File: config.mk
export PLATFORM = sky130hd
export DESIGN_NAME = dsss_dither_codegen
export DESIGN_NICKNAME = d
export VERILOG_FILES = /design/src/rtl/dsss_dither_pkg.sv /design/src/rtl/chip_timer.sv /design/src/rtl/pn_lfsr_gen.sv /design/src/rtl/code_tap_line.sv /design/src/rtl/dith_sched.sv /design/src/rtl/dsss_dither_codegen.sv
export SDC_FILE = /design/constraint.sdc
export NUM_CORES = 1
export LEC_CHECK = 0
export BUFFER_PORTS_ARGS = -buffer_cell sky130_fd_sc_hd__buf_2
export CAP_MARGIN = 40
export CORE_ASPECT_RATIO = 1.2
export CORE_UTILIZATION = 50
export DETAILED_ROUTE_END_ITERATION = 7
export PLACE_DENSITY_LB_ADDON = 0.25
export SYNTH_ARGS = -nofsm -noshare
export SYNTH_HDL_FRONTEND = slang
export SYNTH_HIERARCHICAL = 1
export SYNTH_SLANG_ARGS = --single-unit
File: constraint.sdc
create_clock -name clk -period 2.2 [get_ports clk]
set_input_delay 0.33 -clock clk [delete_from_list [all_inputs] [get_ports clk]]
set_output_delay 0.33 -clock clk [all_outputs]
set_load 0.02 [all_outputs]
File: src/rtl/dsss_dither_pkg.sv
`timescale 1ns/1ps
package dsss_dither_pkg;
  // Slot of the dither cycle; the order is behaviour (two early, two late).
  typedef enum logic [1:0] {
    SLOT_E_SETTLE = 2'd0,
    SLOT_E_HOLD   = 2'd1,
    SLOT_L_SETTLE = 2'd2,
    SLOT_L_HOLD   = 2'd3
  } dith_slot_e;
endpackage

File: src/rtl/chip_timer.sv
`timescale 1ns/1ps
module chip_timer #(
  parameter int unsigned SEQ_LEN = 127
) (
  input  logic                        clk,
  input  logic                        rst_n,
  output logic                        chip_adv,
  output logic [$clog2(SEQ_LEN)-1:0]  chip_idx,
  output logic [1:0]                  slot
);
  localparam int unsigned IDX_W = $clog2(SEQ_LEN);
  localparam logic [IDX_W-1:0] IDX_LAST = IDX_W'(SEQ_LEN - 1);

  logic             phase_q, phase_d;
  logic [IDX_W-1:0] idx_q, idx_d;
  logic [1:0]       slot_q, slot_d;

  always_comb begin
    phase_d = ~phase_q;
    idx_d   = idx_q;
    slot_d  = slot_q;
    if (phase_q) begin
      if (idx_q == IDX_LAST) begin
        idx_d  = '0;
        slot_d = slot_q + 2'd1;
      end else begin
        idx_d = idx_q + 1'b1;
      end
    end
  end

  always_ff @(posedge clk or negedge rst_n) begin
    if (!rst_n) begin
      phase_q <= 1'b0;
      idx_q   <= '0;
      slot_q  <= 2'd0;
    end else begin
      phase_q <= phase_d;
      idx_q   <= idx_d;
      slot_q  <= slot_d;
    end
  end

  assign chip_adv = phase_q;
  assign chip_idx = idx_q;
  assign slot     = slot_q;
endmodule

File: src/rtl/pn_lfsr_gen.sv
`timescale 1ns/1ps
module pn_lfsr_gen #(
  parameter int unsigned     W     = 7,
  parameter int unsigned     TAP_A = 6,
  parameter int unsigned     TAP_B = 5,
  parameter logic [W-1:0]    SEED  = '1
) (
  input  logic clk,
  input  logic rst_n,
  input  logic step_en,
  output logic chip
);
  logic [W-1:0] st_q, st_d;
  logic         fb;

  always_comb begin
    fb   = st_q[TAP_A] ^ st_q[TAP_B];
    st_d = st_q;
    if (step_en) st_d = {st_q[W-2:0], fb};
  end

  always_ff @(posedge clk or negedge rst_n) begin
    if (!rst_n) st_q <= SEED;
    else        st_q <= st_d;
  end

  assign chip = st_q[W-1];
endmodule

File: src/rtl/code_tap_line.sv
`timescale 1ns/1ps
module code_tap_line #(
  parameter int unsigned DEPTH = 2
) (
  input  logic           clk,
  input  logic           rst_n,
  input  logic           din,
  output logic [DEPTH:0] taps
);
  logic [DEPTH:1] stg_q;

  assign taps[0] = din;

  for (genvar g = 1; g <= DEPTH; g++) begin : g_stage
    logic prev;
    if (g == 1) begin : g_first
      assign prev = din;
    end else begin : g_next
      assign prev = stg_q[g-1];
    end
    always_ff @(posedge clk or negedge rst_n) begin
      if (!rst_n) stg_q[g] <= 1'b0;
      else        stg_q[g] <= prev;
    end
    assign taps[g] = stg_q[g];
  end
endmodule

File: src/rtl/dith_sched.sv
`timescale 1ns/1ps
module dith_sched
  import dsss_dither_pkg::*;
(
  input  logic [1:0] slot,
  input  logic       early,
  input  logic       late,
  output logic       dith,
  output logic       gate_e,
  output logic       gate_l
);
  always_comb begin
    dith   = early;
    gate_e = 1'b0;
    gate_l = 1'b0;
    unique case (dith_slot_e'(slot))
      SLOT_E_SETTLE: dith = early;
      SLOT_E_HOLD:   begin dith = early; gate_e = 1'b1; end
      SLOT_L_SETTLE: dith = late;
      SLOT_L_HOLD:   begin dith = late;  gate_l = 1'b1; end
      default:       dith = early;
    endcase
  end
endmodule

File: src/rtl/dsss_dither_codegen.sv
`timescale 1ns/1ps
module dsss_dither_codegen #(
  parameter int unsigned PN_W  = 7,
  parameter int unsigned TAP_A = 6,
  parameter int unsigned TAP_B = 5
) (
  input  logic clk,
  input  logic rst_n,
  output logic code_early,
  output logic code_punct,
  output logic code_late,
  output logic code_dith,
  output logic gate_early,
  output logic gate_late,
  output logic seq_start
);
  localparam int unsigned SEQ_LEN = (1 << PN_W) - 1;
  localparam int unsigned IDX_W   = $clog2(SEQ_LEN);
  localparam int unsigned SPREAD  = 2;  // half-chip stages from early to late

  logic             chip_adv;
  logic [IDX_W-1:0] chip_idx;
  logic [1:0]       slot;
  logic             pn_chip;
  logic [SPREAD:0]  taps;

  chip_timer #(.SEQ_LEN(SEQ_LEN)) u_timer (
    .clk(clk), .rst_n(rst_n), .chip_adv(chip_adv),
    .chip_idx(chip_idx), .slot(slot)
  );

  pn_lfsr_gen #(.W(PN_W), .TAP_A(TAP_A), .TAP_B(TAP_B), .SEED('1)) u_lfsr (
    .clk(clk), .rst_n(rst_n), .step_en(chip_adv), .chip(pn_chip)
  );

  code_tap_line #(.DEPTH(SPREAD)) u_taps (
    .clk(clk), .rst_n(rst_n), .din(pn_chip), .taps(taps)
  );

  assign code_early = taps[0];
  assign code_punct = taps[SPREAD/2];
  assign code_late  = taps[SPREAD];
  assign seq_start  = (chip_idx == '0);

  dith_sched u_sched (
    .slot(slot), .early(code_early), .late(code_late),
    .dith(code_dith), .gate_e(gate_early), .gate_l(gate_late)
  );
endmodule

==> summary.md <==
| Metric | Value |
|---|---|
| Clk buf depth | 2 |
| Commonest cells in the netlist | dfrtp_1, dfstp_2, mux2_4, o21ai_0 |
| Initial Utilization | 0.5551 |
| Total power | 0.5285 mW |
| Pins Over Slew Limit | 0 |
| Synthesis-to-layout area growth | 7.683% |
| Worst min-delay path category | reg -> reg |
| Ys async rst share | 1.000 |
| Seq pwr share | 0.662 |
| Sequential fraction of the synthesis area | 0.5126 |
| Maximum clock frequency | 509.1 MHz |
| Full die area | 2068 um^2 |
| Max cap viols | 0 |
| Worst setup EP type | primary output |
| Power Density | 519.6 nW/um^2 |
| Rows | 16 |
| Sw Share | 0.2015 |
| Comb power frac | 0.016 |
| Worst-path maximum fanout | 5 |
| Global-route wire length before repair | 2.829 mm |
| Status | finished, final reports clean |
| Antenna diode count | 0 |
| Hold depth | 0 |
| Number of synthesized flops with an enable pin | 0 |
| Clock Sinks | 19 |
| Worst Reg2Reg Path Length in Cells | 5 |
| DRC errors left | 0 |
| Worst Slack Setup Final | 235.9 ps |
| Minimum clock period | 1964 ps |
| Post-place setup slack | 538.7 ps |
| DR iter-0 viols | 7 |
| Largest net degree at the start of global routing | 20 |
| Final core utilization | 0.5978 |
| Total track usage | 0.1796 |
| Die height | 49.62 um |
| Via count of the routed design | 588 |
| Clock-pin slew on the worst setup and hold paths | 100 ps |
| Max-slew headroom | 0.7252 |
| Clk pwr share | 0.323 |
| Core area | 1702 um^2 |
| Via density | 5.765 |
| Layout cell share with drive strength beyond 1 | 0.4286 |
| Yosys cell types | 32 |
| Seq cells post-synth | 19 |
| Slowest CP cell | or4_1 |
| Final net count | 89 |
| Post-synthesis net count | 78 |
| Hold WS | 380.8 ps |
| WP data required | 1870 ps |
| IO Pins | 9 |
| WL/cell | 15.36 um |
| Family with the most delay on the worst path | simple AND/OR/NAND/NOR gates |
| Die Span X | 41.68 um |
| Detail Route Antenna Nets | 0 |
| Final GP Congestion | 0.7973 |
| Setup bufs post-CTS | 0 |
| Startpoint types | flop |
| Cts repair resizes | 0 |
| Top-area cell type share of the netlist area | 0.3179 |
| Clk_skew | 2.079 ps |
| Number of I/O port buffers | 8 |
| Count leader, synth | dfrtp_1 |
| Worst-skew pair later-pin latency | 290 ps |
| Synth area leaders | dfrtp_1, dfstp_2, mux2_4 |
| Leakage Power | 0.4838 nW |
| Critical Path AT | 1630 ps |
| TritonCTS clock tree | built |
| Top_reg_cell synth | dfrtp_1 |
| Cell internal pwr | 0.4220 mW |
| Initial antenna violation count | 0 |
| Largest area contributor in the netlist | dfrtp_1 |
| Final worst-path cycle share | 0.8928 |
| Final hold violation count | 0 |
| Clock H-tree levels | 1 |
| Setup Viol. Count Final | 0 |
| Routed WL | 1.567 mm |
| Vias in the first global route | 588 |
| Number of stages on the worst setup path | 3 |
| RSZ-0062 raised after global routing | false |
| Bufs and invs on worst path | 1 |
| DP HPWL | 1.108 mm |
| Yosys Warn Count | 6 |
| Cts bufs inserted | 3 |
| Worst-Margin Slew | 412.3 ps |
| DRT Pass-1 Iters | 4 |
| Synthesized cell area | 944.7 um^2 |
| Mapped Cells | 74 |
| Psw | 0.1065 mW |
| Hold_buf cts | 1 |
| TNS Setup | 0 ps |
| Worst path max stage delay | 560 ps |
| Post-Syn Area per Cell | 12.77 um^2 |
| CP Class | reg -> out |
| Maximum VDD drop | 0.0002986 V |
| GR Overflow Total | 0 |
| Clock root buffer | clkbuf_4 |
| CP cell instances | or4_1 -> nor4_2 -> buf_2 |
==> power groups by stage <==
stage            logic, mW  registers, mW  clock network (mW)
2_1_floorplan  0.000000213          0.356                   0
3_3_place_gp       0.00742          0.356                   0
4_1_cts            0.00893          0.350               0.177
6_report           0.00827          0.350               0.171
5_1_grt            0.00962          0.350               0.196
3_5_place_dp       0.00754          0.356                   0
==> final timing paths <==
| check | slack, ps | endpoint | from |
|---|---|---|---|
| min reg2reg | 380 | u_taps/taps[2]$_DFF_PN0_ | u_taps/g_stage[2].prev$_DFF_PN0_ |
| max in group asynchronous | 1380 | u_lfsr/st_q[4]$_DFFE_PN1P_ | rst_n |
| max | 240 | seq_start | u_timer/chip_idx[4]$_DFFE_PN0P_ |
| min | 380 | u_taps/taps[2]$_DFF_PN0_ | u_taps/g_stage[2].prev$_DFF_PN0_ |
| max reg2reg | 660 | u_timer/chip_idx[4]$_DFFE_PN0P_ | u_timer/chip_idx[0]$_DFFE_PN0P_ |
| min in group asynchronous | 490 | u_timer/chip_idx[4]$_DFFE_PN0P_ | rst_n |
==> per-stage QoR <==
stage               instance area (um^2)  std cells
floorplan                          944.7         74
global placement                   980.9         97
detailed placement                 980.9         97
CTS                                 1017        102
global route                        1017        102
finish                              1017        102
==> state kept, by name, indices dropped and copies added (netlist names) <==
signal and flops:
u_timer/chip_adv 1, u_taps/g_stage.prev 1, u_timer/slot 2, u_lfsr/st_q 7
u_taps/taps 1, u_timer/chip_idx 7
==> per-layer routing <==
layer | global-route usage | wire length (um) | vias up
met4 | 0.08065 | 27 | 0
met3 | 0.02198 | 52 | 4
met2 | 0.2630 | 753 | 17
li1 | - | - | 283
met5 | 0 | 0 | -
met1 | 0.2649 | 734 | 284
==> layout by cell type, fill, tap and decap left out <==
master	n
o21bai_1	1
nor2_1	2
dfstp_2	7
nor4_2	1
nand2_1	3
mux2_4	7
o2bb2ai_1	1
nor3_2	2
nand3_2	2
and2b_2	2
nand2b_1	1
a22oi_1	1
or4_1	1
xnor2_1	1
mux2_2	1
o21ai_1	1
o31ai_1	1
buf_4	1
xor2_1	2
a21oi_1	2
clkbuf_1	1
ha_1	2
nand3_1	2
dlygate4sd3_1	1
inv_1	3
o21ai_0	4
and2_2	1
o41ai_2	1
nand4_1	2
o22ai_1	1
mux2i_1	2
clkbuf_4	3
buf_2	8
dfrtp_1	12
a31oi_1	1
==> kinds of logic (layout without fill, tap and decap cells) <==
kind of cell / after synthesis / count (layout) / share of synthesized area
simple gates: 19 / 19 / 0.1404
buf+inv: 7 / 17 / 0.04768
compound gates: 14 / 14 / 0.1007
xor+xnor: 3 / 3 / 0.02782
flops: 19 / 19 / 0.5126
mux: 10 / 10 / 0.1444
fa+ha+maj: 2 / 2 / 0.02649
==> layout make-up <==
type | instances | area (um^2)
Multi-Input combinational cell | 48 | 415.4
Tap cell | 18 | 22.52
Fill cell | 146 | 684.4
Timing Repair Buffer | 10 | 57.56
Sequential cell | 19 | 484.2
Inverter | 3 | 11.26
Clock buffer | 4 | 26.28
(Power assumes the default switching activity.)
